File: config.mk
export PLATFORM = sky130hd
export DESIGN_NAME = ctr_line_crypt
export DESIGN_NICKNAME = d
export VERILOG_FILES = /design/src/rtl/ctr_pkg.sv /design/src/rtl/ctr_minor_ram.sv /design/src/rtl/ctr_counter_bump.sv /design/src/rtl/ctr_ks_mixer.sv /design/src/rtl/ctr_line_crypt.sv
export SDC_FILE = /design/constraint.sdc
export NUM_CORES = 2
export LEC_CHECK = 0
export BUFFER_PORTS_ARGS = -buffer_cell sky130_fd_sc_hd__buf_2
export CAP_MARGIN = 10
export CORE_AREA = 2 2 511 513
export CTS_CLUSTER_DIAMETER = 100
export CTS_CLUSTER_SIZE = 30
export DETAILED_ROUTE_END_ITERATION = 16
export DIE_AREA = 0 0 513 515
export GPL_TIMING_DRIVEN = 0
export PLACE_DENSITY = 0.63
export SLEW_MARGIN = 0
export SYNTH_ARGS = -nofsm -noshare
export SYNTH_HDL_FRONTEND = slang
export SYNTH_SLANG_ARGS = --single-unit
File: constraint.sdc
create_clock -name clk -period 13.8 [get_ports clk]
set_clock_uncertainty 0.15 [all_clocks]
set_input_delay 0.69 -clock clk [delete_from_list [all_inputs] [get_ports clk]]
set_output_delay 0.69 -clock clk [all_outputs]
set_load 0.1 [all_outputs]
File: src/rtl/ctr_pkg.sv
package ctr_pkg;
  typedef enum logic [2:0] {
    ST_CLEAR,
    ST_IDLE,
    ST_LOOKUP,
    ST_SEED,
    ST_WAIT
  } ctr_state_e;
endpackage

File: src/rtl/ctr_minor_ram.sv
module ctr_minor_ram #(
  parameter int AW = 8,
  parameter int DW = 7
) (
  input  logic          clk,
  input  logic          we,
  input  logic [AW-1:0] waddr,
  input  logic [DW-1:0] wdata,
  input  logic [AW-1:0] raddr,
  output logic [DW-1:0] rdata
);
  localparam int DEPTH = 1 << AW;

  logic [DW-1:0] mem [DEPTH];

  always_ff @(posedge clk) begin
    if (we) mem[waddr] <= wdata;
    rdata <= mem[raddr];
  end
endmodule

File: src/rtl/ctr_counter_bump.sv
module ctr_counter_bump #(
  parameter int MAJOR_W = 56,
  parameter int MINOR_W = 7
) (
  input  logic               bump,
  input  logic [MAJOR_W-1:0] major_in,
  input  logic [MINOR_W-1:0] minor_in,
  output logic [MAJOR_W-1:0] major_out,
  output logic [MINOR_W-1:0] minor_out,
  output logic               wrap
);
  always_comb begin
    major_out = major_in;
    minor_out = minor_in;
    wrap      = 1'b0;
    if (bump) begin
      if (&minor_in) begin
        wrap      = 1'b1;
        minor_out = '0;
        major_out = major_in + MAJOR_W'(1);
      end else begin
        minor_out = minor_in + MINOR_W'(1);
      end
    end
  end
endmodule

File: src/rtl/ctr_ks_mixer.sv
module ctr_ks_mixer #(
  parameter int BLK_W = 128,
  parameter int BLKS  = 4
) (
  input  logic                    clk,
  input  logic                    rst,
  input  logic                    load,
  input  logic [BLK_W*BLKS-1:0]   data_in,
  input  logic                    apply,
  input  logic [$clog2(BLKS)-1:0] blk_sel,
  input  logic [BLK_W-1:0]        ks,
  output logic [BLK_W*BLKS-1:0]   data_out
);
  localparam int BIDX_W = $clog2(BLKS);

  for (genvar i = 0; i < BLKS; i++) begin : g_lane
    logic [BLK_W-1:0] lane;
    always_ff @(posedge clk) begin
      if (rst) begin
        lane <= '0;
      end else if (load) begin
        lane <= data_in[i*BLK_W +: BLK_W];
      end else if (apply && blk_sel == BIDX_W'(i)) begin
        lane <= lane ^ ks;
      end
    end
    assign data_out[i*BLK_W +: BLK_W] = lane;
  end
endmodule

File: src/rtl/ctr_line_crypt.sv
module ctr_line_crypt
  import ctr_pkg::*;
#(
  parameter int ADDR_W  = 8,
  parameter int GROUP_W = 6,
  parameter int MINOR_W = 7,
  parameter int MAJOR_W = 56,
  parameter int BLK_W   = 128,
  parameter int BLKS    = 4
) (
  input  logic                                 clk,
  input  logic                                 rst,
  input  logic                                 req_valid,
  input  logic                                 req_write,
  input  logic [ADDR_W-1:0]                    req_addr,
  input  logic [BLK_W*BLKS-1:0]                req_data,
  output logic                                 busy,
  output logic                                 seed_valid,
  input  logic                                 seed_ready,
  output logic [ADDR_W+MAJOR_W+MINOR_W+$clog2(BLKS)-1:0] seed_data,
  input  logic                                 ks_valid,
  input  logic [BLK_W-1:0]                     ks_data,
  output logic                                 out_valid,
  output logic                                 out_write,
  output logic [ADDR_W-1:0]                    out_addr,
  output logic [BLK_W*BLKS-1:0]                out_data,
  output logic                                 cnt_valid,
  output logic [ADDR_W-1:0]                    cnt_addr,
  output logic [MAJOR_W-1:0]                   cnt_major,
  output logic [MINOR_W-1:0]                   cnt_minor,
  output logic                                 regroup_valid,
  output logic [ADDR_W-GROUP_W-1:0]            regroup_group
);
  localparam int BIDX_W  = $clog2(BLKS);
  localparam int GRP_W   = ADDR_W - GROUP_W;
  localparam int NGROUPS = 1 << GRP_W;

  ctr_state_e          state;
  logic [ADDR_W-1:0]   addr_q;
  logic                write_q;
  logic [MAJOR_W-1:0]  maj_q;
  logic [MINOR_W-1:0]  min_q;
  logic [BIDX_W-1:0]   blk_q;
  logic                ovf_q;
  logic [ADDR_W-1:0]   clr_idx;
  logic [ADDR_W-1:0]   clr_end;
  logic [MAJOR_W-1:0]  major_r [NGROUPS];

  logic                accept;
  logic [GRP_W-1:0]    grp_q;
  logic [MINOR_W-1:0]  ram_rdata;
  logic                ram_we;
  logic [ADDR_W-1:0]   ram_waddr;
  logic [MINOR_W-1:0]  ram_wdata;
  logic [MAJOR_W-1:0]  nxt_maj;
  logic [MINOR_W-1:0]  nxt_min;
  logic                nxt_wrap;
  logic                last_blk;

  assign accept   = (state == ST_IDLE) && req_valid;
  assign grp_q    = addr_q[ADDR_W-1 -: GRP_W];
  assign busy     = (state != ST_IDLE);
  assign last_blk = (blk_q == BIDX_W'(BLKS-1));

  // Minor counters: one write port (clear walk or bump), one registered read port
  assign ram_we    = (state == ST_CLEAR) || (state == ST_LOOKUP && write_q);
  assign ram_waddr = (state == ST_CLEAR) ? clr_idx : addr_q;
  assign ram_wdata = (state == ST_CLEAR) ? '0 : nxt_min;

  ctr_minor_ram #(.AW(ADDR_W), .DW(MINOR_W)) u_minor (
    .clk   (clk),
    .we    (ram_we),
    .waddr (ram_waddr),
    .wdata (ram_wdata),
    .raddr (req_addr),
    .rdata (ram_rdata)
  );

  ctr_counter_bump #(.MAJOR_W(MAJOR_W), .MINOR_W(MINOR_W)) u_bump (
    .bump      (write_q),
    .major_in  (major_r[grp_q]),
    .minor_in  (ram_rdata),
    .major_out (nxt_maj),
    .minor_out (nxt_min),
    .wrap      (nxt_wrap)
  );

  ctr_ks_mixer #(.BLK_W(BLK_W), .BLKS(BLKS)) u_mix (
    .clk      (clk),
    .rst      (rst),
    .load     (accept),
    .data_in  (req_data),
    .apply    (state == ST_WAIT && ks_valid),
    .blk_sel  (blk_q),
    .ks       (ks_data),
    .data_out (out_data)
  );

  assign seed_valid    = (state == ST_SEED);
  assign seed_data     = {addr_q, maj_q, min_q, blk_q};
  assign out_write     = write_q;
  assign out_addr      = addr_q;
  assign cnt_addr      = addr_q;
  assign cnt_major     = maj_q;
  assign cnt_minor     = min_q;
  assign regroup_group = grp_q;

  always_ff @(posedge clk) begin
    if (rst) begin
      state         <= ST_CLEAR;
      addr_q        <= '0;
      write_q       <= 1'b0;
      maj_q         <= '0;
      min_q         <= '0;
      blk_q         <= '0;
      ovf_q         <= 1'b0;
      clr_idx       <= '0;
      clr_end       <= '1;
      out_valid     <= 1'b0;
      cnt_valid     <= 1'b0;
      regroup_valid <= 1'b0;
      for (int g = 0; g < NGROUPS; g++) major_r[g] <= '0;
    end else begin
      out_valid     <= 1'b0;
      cnt_valid     <= 1'b0;
      regroup_valid <= 1'b0;
      unique case (state)
        ST_CLEAR: begin
          if (clr_idx == clr_end) state <= ST_IDLE;
          else clr_idx <= clr_idx + ADDR_W'(1);
        end
        ST_IDLE: begin
          if (req_valid) begin
            addr_q  <= req_addr;
            write_q <= req_write;
            state   <= ST_LOOKUP;
          end
        end
        ST_LOOKUP: begin
          maj_q <= nxt_maj;
          min_q <= nxt_min;
          ovf_q <= nxt_wrap;
          if (nxt_wrap) major_r[grp_q] <= nxt_maj;
          blk_q <= '0;
          state <= ST_SEED;
        end
        ST_SEED: begin
          if (seed_ready) state <= ST_WAIT;
        end
        ST_WAIT: begin
          if (ks_valid) begin
            if (last_blk) begin
              out_valid     <= 1'b1;
              cnt_valid     <= write_q;
              regroup_valid <= ovf_q;
              if (ovf_q) begin
                clr_idx <= {grp_q, {GROUP_W{1'b0}}};
                clr_end <= {grp_q, {GROUP_W{1'b1}}};
                state   <= ST_CLEAR;
              end else begin
                state <= ST_IDLE;
              end
            end else begin
              blk_q <= blk_q + BIDX_W'(1);
              state <= ST_SEED;
            end
          end
        end
        default: state <= ST_IDLE;
      endcase
    end
  end

  // an offered seed is held until taken
  p_seed_hold_r10: assert property (@(posedge clk) disable iff (rst)
    (seed_valid && !seed_ready) |=> (seed_valid && $stable(seed_data)));

  // seeds are only offered while a request is in flight
  p_seed_busy_r9: assert property (@(posedge clk) disable iff (rst)
    seed_valid |-> busy);

  // one single-cycle result per request
  p_out_pulse_r9: assert property (@(posedge clk) disable iff (rst)
    out_valid |=> !out_valid);

  // counter notification only alongside a write-back result
  p_cnt_with_out_r6: assert property (@(posedge clk) disable iff (rst)
    cnt_valid |-> (out_valid && out_write));

  // a regroup comes with a notification carrying minor zero
  p_regroup_min_r7: assert property (@(posedge clk) disable iff (rst)
    regroup_valid |-> (cnt_valid && cnt_minor == '0));

  // a write-back without wrap never reports minor zero
  p_minor_nonzero_r3: assert property (@(posedge clk) disable iff (rst)
    (cnt_valid && !regroup_valid) |-> (cnt_minor != '0));
endmodule

==> metrics <==
outcome finished, violations left; violated checks max-capacitance violations; CTS tree yes; Starting Density 41.6%; hold path start req_data[330]; Post-synth EDFFs 2016; Syn Area/Cell 14.1 µm²; # clock sinks 2628; FMAX 172 MHz; largest net degree at the start of global routing 50; HPWL Detailed 487000 µm; Netlist cell types 70; Final WS setup 7990 ps; worst hold-check path type input port to register; fin crit share 42.1%; Req. time, crit path 14310 ps; Final Max Tran Viols 0; Die Wd 513 µm; Ports 1326; RD Place Congestion 1.15; clock buffer depth 3; slew margin rel. 0.992%; commonest non-fill, non-tap cell in the layout edfxtp_1; Syn-to-layout area delta 17.1%; DRC viols 0; final-report hold violation count 0; first-pass GRT wire length 769000 µm; Synth Cell Area 107000 µm²; pwr dens 158 nW/µm²; CTS H-tree lvls 3; fraction of layout cells with a size suffix above 1 24.9%; Post-CTS Setup Repair Bufs 0; Synth Flop Type edfxtp_1; Post-Synthesis Cells 7626; worst r2r src state[1]; drt pass-1 iters 8; via count 82800; most frequent cells in the layout edfxtp_1, buf_2, nor2_1, a21oi_1, nand2_1; total length of routed wires 609000 µm; total gr overflow 0; CP Class input port to register; Crit Path Max Fanout 10; via density per instance 6.39; Final setup viols 0; R2R cell count 9; RSZ-0062 raised after global routing false; vias in the first global route 74100; actual slew at the worst max-slew pin 1470 ps; Post-Place Worst Slack 7240 ps; average wire per standard cell 46.9 µm; Nets 9974; CORE AREA 259000 µm²; Power Total 19.9 mW; reg2reg setup slack 8310 ps; Num CTS Buffers 116; antenna violations before repair 276; # resized after CTS 0; Core Util, Final 48.7%; # placed instances 12400; GRT Total Usage 45.4%; Clk pin slew, worst setup/hold paths 110 ps; critical path capture point type register; fin cells 13000; Worst Hold End u_mix.g_lane[2].lane[74]; YS warnings 0; hold depth 3; antenna-violating nets left 0; Period minus WS final 5810 ps; area of the die 264000 µm²; Die Ht 515 µm; Worst setup SP type input port; Clock Tree Root clkbuf_16; Peak VDD IR 161 µV; FF-to-FF End u_minor.mem[73][4]; CP arrival 6320 ps; Yosys reg bits 2628; syn nets 8287; Max Cap Viol 1; Port Buffers 1322; worst skew pair latency 850 ps; Seq/Total Area, Yosys 67.7%; 1st-iter DRT viols 14800; async set or reset register ratio after synthesis 0%; row count 187; leak pwr 43.6 nW
worst max path at each step:
stage	end	slack, ps	from	cells after the start
6_report	u_minor.rdata[5]	7990	req_addr[0]	11
5_1_grt	u_minor.rdata[5]	8140	req_addr[0]	11
4_1_cts	u_minor.rdata[5]	8180	req_addr[0]	11
3_5_place_dp	u_minor.rdata[5]	7240	req_addr[0]	11
3_3_place_gp	u_minor.mem[134][1]	-2230	state[1]	5
2_1_floorplan	u_minor.mem[0][3]	4740	out_write	3
flip-flops by register name, summed over array words and instances (netlist names), 2 cells and up, named ones only:
register           count
state                  3
u_mix.g_lane.lane    512
cnt_minor              7
cnt_major             56
u_minor.rdata          7
major_r              224
blk_q                  2
cnt_addr               8
u_minor.mem         1792
clr_idx                8
clr_end                2
through the flow:
step / setup TNS (ps) / cell area [µm²] / hold WS (ps)
2_1_floorplan: 0 / 107000 / 306
3_3_place_gp: -2840380 / 118000 / 314
3_5_place_dp: 0 / 120000 / 321
4_1_cts: 0 / 125000 / 0.00555
6_report: 0 / 126000 / 44.6
5_1_grt: 0 / 126000 / 18.4
critical path, cell delays in order:
cell and delay (ps):
clkbuf_1 800, clkbuf_1 930, buf_2 760, clkbuf_1 850, buf_2 510, mux2i_1 350
o22ai_1 140, a211oi_1 320, a31oi_1 300, a211oi_1 310, nand3_1 230
per-layer routing:
layer,vias up,global-route usage (%),routed length [µm]
met1,42200,54.5,214000
met4,58,36.0,58500
met3,1597,19.4,79700
met5,-,1.68,542
li1,32300,-,-
met2,6663,63.7,255000
cells in the mapped netlist, types with 10 or more instances:
library cell  instances  area (µm²)
nand3_1             423        2120
buf_2                15        75.1
a211oi_1            202        1520
buf_1                93         349
edfxtp_1           2016       60500
a22oi_1              10        75.1
clkbuf_1            371        1390
nand4_1              29         181
nor2_1             1042        3910
nor4_1               16         100
o21ai_0              46         230
mux2i_1              59         591
nand2b_1             14        87.6
xor2_1              155        1360
and3_1               19         119
xnor2_1              23         201
mux2_2               70         788
nor3_1               45         225
dfxtp_1             612       12300
nand3b_1             19         143
buf_4                86         646
a21oi_1             849        4250
mux4_2              525       11800
o31ai_1              10        75.1
and4_1               12         105
a311oi_1             16         140
o22ai_1              36         225
nor2b_1              19         119
and2_1               10        62.6
or3_1                26         163
nand2_1             653        2450
kinds of logic (layout without fill, tap and decap cells):
group                      Yosys count  after routing  synth area share (%)
muxes                              661            661                  12.5
adders and majority gates            7              7                0.0815
other                                0            174                     0
AOI/OAI and AO/OA                 1213           1213                  6.43
buffers and inverters              580           2340                  2.42
xor gates and xnor gates           178            178                  1.45
and+or+nand+nor                   2359           2359                  9.43
DFF                               2628           2628                  67.7
final cells by class:
| class | count | area, µm² |
|---|---|---|
| fill | 22600 | 133000 |
| sequential | 2628 | 72800 |
| multi-input combinational | 4418 | 32200 |
| timing repair buffer | 1569 | 9740 |
| tap | 3402 | 4260 |
| clock buffer | 145 | 3010 |
| buffer | 572 | 2620 |
| clock inverter | 46 | 739 |
| antenna | 174 | 435 |
| inverter | 8 | 30.0 |
power by group:
part	internal (mW)	total, mW	switching (mW)
logic	1.03	5.79	4.76
clock network	1.66	4.46	2.80
registers	9.23	9.62	0.386
total	11.9	19.9	7.94
what timing repair did:
item                                    CTS  global route
endpoints found under the setup margin    0             0
hold endpoints to repair                176             0
hold buffers                            176             0
Note: power is estimated with default switching activity, not from simulation.
